`src/rtl/uart_txi_pkg.sv`:
```
package uart_txi_pkg;
  // Interrupt source indices; a lower index has higher priority.
  localparam int unsigned SRC_EMPTY = 0;
  localparam int unsigned SRC_DONE  = 1;
  localparam int unsigned NSRC      = 2;
  // Identification code width: 0 means none, i+1 means source i.
  localparam int unsigned IDW       = $clog2(NSRC + 1);
endpackage

```
`src/rtl/uart_txi_hold.sv`:
```
module uart_txi_hold #(
  parameter int unsigned DW = 8
) (
  input  logic          clk,
  input  logic          rst_n,
  input  logic          wr_i,
  input  logic [DW-1:0] wdata_i,
  input  logic          shift_done_i,
  output logic          load_o,
  output logic [DW-1:0] ldata_o,
  output logic          full_o,
  output logic          busy_o
);
  logic          full_q, full_d;
  logic          busy_q, busy_d;
  logic [DW-1:0] data_q;

  // A load fires while a character waits and the shifter is free.
  assign load_o  = full_q & ~busy_q;
  assign ldata_o = data_q;
  assign full_o  = full_q;
  assign busy_o  = busy_q;

  always_comb begin
    full_d = full_q;
    busy_d = busy_q;
    if (load_o) begin
      full_d = 1'b0;
      busy_d = 1'b1;
    end else if (shift_done_i) begin
      busy_d = 1'b0;
    end
    if (wr_i) begin
      full_d = 1'b1;
    end
  end

  always_ff @(posedge clk or negedge rst_n) begin
    if (!rst_n) begin
      full_q <= 1'b0;
      busy_q <= 1'b0;
    end else begin
      full_q <= full_d;
      busy_q <= busy_d;
    end
  end

  always_ff @(posedge clk or negedge rst_n) begin
    if (!rst_n) begin
      data_q <= '0;
    end else if (wr_i) begin
      data_q <= wdata_i;
    end
  end

  AST_WR_FILLS: assert property (@(posedge clk) disable iff (!rst_n)
    wr_i |=> full_q);

  AST_LOAD_AFTER_DONE: assert property (@(posedge clk) disable iff (!rst_n)
    (shift_done_i && busy_q && full_q) |=> load_o);

  AST_LOAD_EMPTIES: assert property (@(posedge clk) disable iff (!rst_n)
    (load_o && !wr_i) |=> (!full_q && busy_q));

  AST_IDLE_PULSE_IGNORED: assert property (@(posedge clk) disable iff (!rst_n)
    (shift_done_i && !busy_q && !full_q && !wr_i) |=> (!busy_q && !full_q));
endmodule

```
`src/rtl/uart_txi_src.sv`:
```
module uart_txi_src
  import uart_txi_pkg::*;
(
  input  logic            clk,
  input  logic            rst_n,
  input  logic            full_i,
  input  logic            busy_i,
  input  logic            ier_wr_i,
  input  logic [NSRC-1:0] ier_wdata_i,
  output logic [NSRC-1:0] stat_o,
  output logic [NSRC-1:0] pend_o
);
  logic [NSRC-1:0] en_q, en_d;

  always_comb begin
    stat_o            = '0;
    stat_o[SRC_EMPTY] = ~full_i;
    stat_o[SRC_DONE]  = ~full_i & ~busy_i;
  end

  always_comb begin
    en_d = en_q;
    if (ier_wr_i) begin
      en_d = ier_wdata_i;
    end
  end

  always_ff @(posedge clk or negedge rst_n) begin
    if (!rst_n) begin
      en_q <= '0;
    end else begin
      en_q <= en_d;
    end
  end

  assign pend_o = stat_o & en_q;

  AST_ENABLE_TAKES: assert property (@(posedge clk) disable iff (!rst_n)
    ier_wr_i |=> (en_q == $past(ier_wdata_i)));
endmodule

```
`src/rtl/uart_txi_ident.sv`:
```
module uart_txi_ident
  import uart_txi_pkg::*;
(
  input  logic [NSRC-1:0] pend_i,
  output logic            irq_o,
  output logic [IDW-1:0]  id_o
);
  // Scan from the lowest priority up so the highest priority wins.
  always_comb begin
    id_o = '0;
    for (int i = NSRC - 1; i >= 0; i--) begin
      if (pend_i[i]) begin
        id_o = IDW'(i + 1);
      end
    end
  end

  assign irq_o = |pend_i;
endmodule

```
`src/rtl/uart_txi.sv`:
```
module uart_txi
  import uart_txi_pkg::*;
#(
  parameter int unsigned DW = 8
) (
  input  logic          clk,
  input  logic          rst_n,
  input  logic          thr_wr_i,
  input  logic [DW-1:0] thr_wdata_i,
  input  logic          shift_done_i,
  input  logic          ier_wr_i,
  input  logic [1:0]    ier_wdata_i,
  output logic          tx_load_o,
  output logic [DW-1:0] tx_data_o,
  output logic          irq_o,
  output logic [1:0]    irq_id_o,
  output logic          stat_empty_o,
  output logic          stat_done_o
);
  logic [1:0]      rst_sync_q;
  logic            rst_int_n;
  logic            full, busy;
  logic [NSRC-1:0] stat, pend;
  logic [IDW-1:0]  id;

  // Asynchronous assertion, synchronous release.
  always_ff @(posedge clk or negedge rst_n) begin
    if (!rst_n) begin
      rst_sync_q <= 2'b00;
    end else begin
      rst_sync_q <= {rst_sync_q[0], 1'b1};
    end
  end
  assign rst_int_n = rst_sync_q[1];

  uart_txi_hold #(.DW(DW)) u_hold (
    .clk          (clk),
    .rst_n        (rst_int_n),
    .wr_i         (thr_wr_i),
    .wdata_i      (thr_wdata_i),
    .shift_done_i (shift_done_i),
    .load_o       (tx_load_o),
    .ldata_o      (tx_data_o),
    .full_o       (full),
    .busy_o       (busy)
  );

  uart_txi_src u_src (
    .clk         (clk),
    .rst_n       (rst_int_n),
    .full_i      (full),
    .busy_i      (busy),
    .ier_wr_i    (ier_wr_i),
    .ier_wdata_i (ier_wdata_i),
    .stat_o      (stat),
    .pend_o      (pend)
  );

  uart_txi_ident u_ident (
    .pend_i (pend),
    .irq_o  (irq_o),
    .id_o   (id)
  );

  assign irq_id_o     = 2'(id);
  assign stat_empty_o = stat[SRC_EMPTY];
  assign stat_done_o  = stat[SRC_DONE];

  AST_DONE_NEEDS_EMPTY: assert property (@(posedge clk) disable iff (!rst_int_n)
    stat_done_o |-> stat_empty_o);

  AST_WR_CLEARS_STATUS: assert property (@(posedge clk) disable iff (!rst_int_n)
    thr_wr_i |=> (!stat_empty_o && !stat_done_o && !irq_o));

  AST_IRQ_NEEDS_STATUS: assert property (@(posedge clk) disable iff (!rst_int_n)
    irq_o |-> (stat_empty_o || stat_done_o));

  AST_ID_MATCHES_IRQ: assert property (@(posedge clk) disable iff (!rst_int_n)
    irq_o == (irq_id_o != 2'd0));
endmodule

```
`config.mk`:
```
export PLATFORM = sky130hd
export DESIGN_NAME = uart_txi
export DESIGN_NICKNAME = d
export VERILOG_FILES = /design/src/rtl/uart_txi_pkg.sv /design/src/rtl/uart_txi_hold.sv /design/src/rtl/uart_txi_src.sv /design/src/rtl/uart_txi_ident.sv /design/src/rtl/uart_txi.sv
export SDC_FILE = /design/constraint.sdc
export NUM_CORES = 1
export LEC_CHECK = 0
export BUFFER_PORTS_ARGS = -buffer_cell sky130_fd_sc_hd__buf_2
export CAP_MARGIN = 20
export CORE_MARGIN = 2
export CORE_UTILIZATION = 41
export DETAILED_ROUTE_END_ITERATION = 8
export HOLD_SLACK_MARGIN = 0.05
export PLACE_DENSITY = 0.77
export SLEW_MARGIN = 15
export SYNTH_ARGS = -nofsm -noshare
export SYNTH_HDL_FRONTEND = slang
export SYNTH_SLANG_ARGS = --single-unit
```
`constraint.sdc`:
```
create_clock -name clk -period 0.9 [get_ports clk]
set_input_delay 0.18 -clock clk [delete_from_list [all_inputs] [get_ports clk]]
set_output_delay 0.18 -clock clk [all_outputs]
set_load 0.05 [all_outputs]
```
==> results.txt <==
The flow ran to the end, but the final reports show violations. The final reports fail on negative setup slack. STA classifies the critical path endpoint as an output port. The final weighted congestion in routability-driven placement came out at 0.591. In the synthesized netlist, the number of instances is 37. The vias after detailed routing is 406. After legalization and detailed placement, the total HPWL measured 762 um. 29 I/O pins were placed. The number of violations reported at the end of detailed-routing iteration 0 came out at 1. The number of standard cells in the final layout excluding fillers came out at 91. The total wire length after detailed routing is 1120 um.

The overall overflow remaining after global route came out at 0. The longest clock path from root to sink contains 2 buffers. The critical-path maximum fanout came out at 4. The maximum number of pins on one net before global-route repair came out at 13. The residual DRC count came out at 0. The share of synthesized area occupied by flip-flops and latches is 0.631. The total met3 wirelength after detailed routing came out at 66 um. The number of failing hold endpoints at the final stage is 0.

The all-layer global routing usage came out at 0.171. The setup violation total in the final timing report is 15. The clock network latency to the later pin of the worst-skew pair came out at 0.26 ns. The total leakage power is 0.000472 uW. The data arrival time of the worst path came out at 1.16 ns. The number of distinct library cells after synthesis is 13. The post-CTS clock slew at the launch and capture registers of the worst setup and hold paths came out at 0.07 ns. For this run, the slowest stage of the critical path takes 0.44 ns.

The largest individual stage delay along the critical path comes from the cell sky130_fd_sc_hd__dfrtp_2. For this configuration, the core starts out at a cell density of 0.432. The fraction of layout instances using a drive strength above 1 is 0.868.

The count of final max-slew check failures was 0. The width of the chip is 40.8 um. The critical path goes through nor2_4 -> and3_4 -> buf_8.

The worst hold-check path type is input pin to flip-flop. The average size of a mapped cell came out at 15.0 sq um. STA classifies the critical path startpoint as a flip-flop. The detailed-route vias per instance is 4.46. During synthesis, Yosys emitted a total of 0 warnings. At the placement stage, the worst setup path has a slack of -0.253 ns.

The count of buffers added on input and output ports is 28. TritonCTS built the clock tree. In this run, synthesis produced a sequential element count of 14. The number of antenna violations at the first check in global routing was 0.

The worst supply voltage drop on vdd came out at 1300 uV. The shortest period the worst path allows is 1.34 ns. In this run the number of H-tree levels came out at 1. The growth of design area from synthesis to finish came out at 73.9%. 0 antenna diodes ended up in the layout.

The TritonCTS sink count came out at 14. The number of max-cap violations came out at 0. Setup repair after global routing could not meet its margin everywhere. The uppermost layer routed is met4. The clock arrives with 0.000717 ns of skew. Summing every instance area after synthesis gives 556 sq um.

The number of global-route vias before repair came to 410. The synthesized netlist net count came out at 52. The placeable core area is 1280 sq um. Clock tree synthesis inserted a total of 3 buffers.

The per-cell routed wire length is 12.3 um. Once placement completed, the tool counted placed cells totaling 84. The final cycle utilization of the critical path is 1.49. After layout, the worst setup slack is -0.440 ns. Summed over all nets, wire length on met2 after detailed routing comes to 632 um. The maximum frequency from static timing analysis came out at 746 MHz.

The net count of the finished layout is 92. After floorplanning, the core was divided into 13 placement rows. The die boundary height is 40.8 um. The number of iterations in the first detailed-routing pass came out at 2.

The length of routed wiring on met1 came out at 409 um. The first global-routing pass estimated 1690 um of wire. The power per cell area came out at 1900 nW/um^2. Setup slack on the worst reg-to-reg path comes out at -0.01 ns.

The die area came out at 1670 sq um. Among cell families on the critical path, the largest total delay comes from flip-flops. The endpoint required time on the critical path is 0.72 ns. The worst setup path is of the flip-flop to output port kind. The buffering stage count on the worst path with inverters included is 1. The root cell of the clock tree is sky130_fd_sc_hd__clkbuf_4. The number of nets still failing antenna checks after routing is 0.
-- worst register-to-register path, stage by stage (launching register included) --
cell,delay (ns)
sky130_fd_sc_hd__dfrtp_2,0.43
sky130_fd_sc_hd__buf_6,0.11
sky130_fd_sc_hd__mux2_4,0.25
-- final cells by class --
class | instances | area [sq um]
multi-input combinational | 20 | 225
tap | 15 | 18.8
timing repair buffer | 36 | 313
fill | 85 | 319
sequential | 14 | 363
clock buffer | 4 | 36.3
inverter | 2 | 10.0
-- metal layers --
layer,up-vias,global-route usage
met3,2,0.0326
met2,19,0.293
met5,-,0
met1,185,0.184
met4,0,0.125
li1,200,-
-- worst paths after layout --
check / from / end / depth (start not counted)
hold reg to reg: rst_sync_q[1] / u_src.en_q[0] / 0
min in group asynchronous: rst_sync_q[1] / u_src.en_q[0] / 0
setup / recovery: u_hold.full_o / irq_id_o[1] / 3
max in group asynchronous: rst_sync_q[1] / u_hold.ldata_o[2] / 0
hold / removal: shift_done_i / u_hold.busy_o / 2
setup reg to reg: u_hold.ldata_o[7] / u_hold.ldata_o[7] / 2
-- report_power, final --
group	switching (uW)	internal, uW
clock network	172	245
registers	65.6	700
logic	350	305
-- state kept, by name, indices dropped and copies added, names as in the netlist --
| register | cells |
|---|---|
| rst_sync_q | 2 |
| u_hold.busy_o | 1 |
| u_hold.full_o | 1 |
| u_hold.ldata_o | 8 |
| u_src.en_q | 2 |
-- timing repair --
item | in CTS | in global routing
hold endpoints to repair | 2 | 0
setup buffers | 2 | 0
resized for setup | 35 | 4
hold buffers | 1 | 0
pin swaps | 2 | 2
setup endpoints to repair | 14 | 17
gates cloned | 0 | 0
-- synth_stat cells --
master	number	area share
sky130_fd_sc_hd__nand2b_1	1	0.011
sky130_fd_sc_hd__mux2_4	8	0.22
sky130_fd_sc_hd__buf_6	1	0.020
sky130_fd_sc_hd__mux2_2	1	0.020
sky130_fd_sc_hd__nor2_1	3	0.020
sky130_fd_sc_hd__dfrtp_1	14	0.63
sky130_fd_sc_hd__and3_1	1	0.011
sky130_fd_sc_hd__nand2_1	1	0.0068
sky130_fd_sc_hd__a21oi_1	2	0.018
sky130_fd_sc_hd__a21o_2	1	0.016
sky130_fd_sc_hd__o21ai_0	1	0.0090
sky130_fd_sc_hd__inv_1	2	0.014
sky130_fd_sc_hd__conb_1	1	0.0068
-- layout by cell type, fill, tap and decap left out, drive strengths merged --
master        n
mux2          9
inv           2
o21ai         1
a21oi         2
dlygate4sd3   1
a21o          1
dfrtp        14
buf          35
clkbuf        4
conb          1
nor2          3
nand2b        1
nand2         1
and3          1
-- cells by family (layout without fill, tap and decap cells) --
kind of cell / after synthesis / in the layout / share of synthesized area
AO/OA/AOI/OAI: 4 / 4 / 0.0428
other: 1 / 1 / 0.00675
AND/OR/NAND/NOR: 6 / 6 / 0.0496
multiplexers: 9 / 9 / 0.236
buffers and inverters: 3 / 42 / 0.0338
flip-flops: 14 / 14 / 0.631
-- stage by stage --
| step | TNS (ns) | cell area (sq um) | util | hold slack, ns | power (uW) |
|---|---|---|---|---|---|
| detailed placement | -1.16 | 778 | 0.606 | -0.0322 | 1270 |
| finish | -3.26 | 966 | 0.752 | 0.0892 | 1840 |
| floorplan | -1.42 | 593 | - | -0.116 | 1120 |
| global route | -3.98 | 966 | 0.752 | 0.0788 | 1950 |
| global placement | -1.07 | 778 | 0.606 | -0.0344 | 1260 |
| CTS | -3.42 | 953 | 0.742 | 0.0741 | 1840 |
Power figures use the tool's default switching activity.
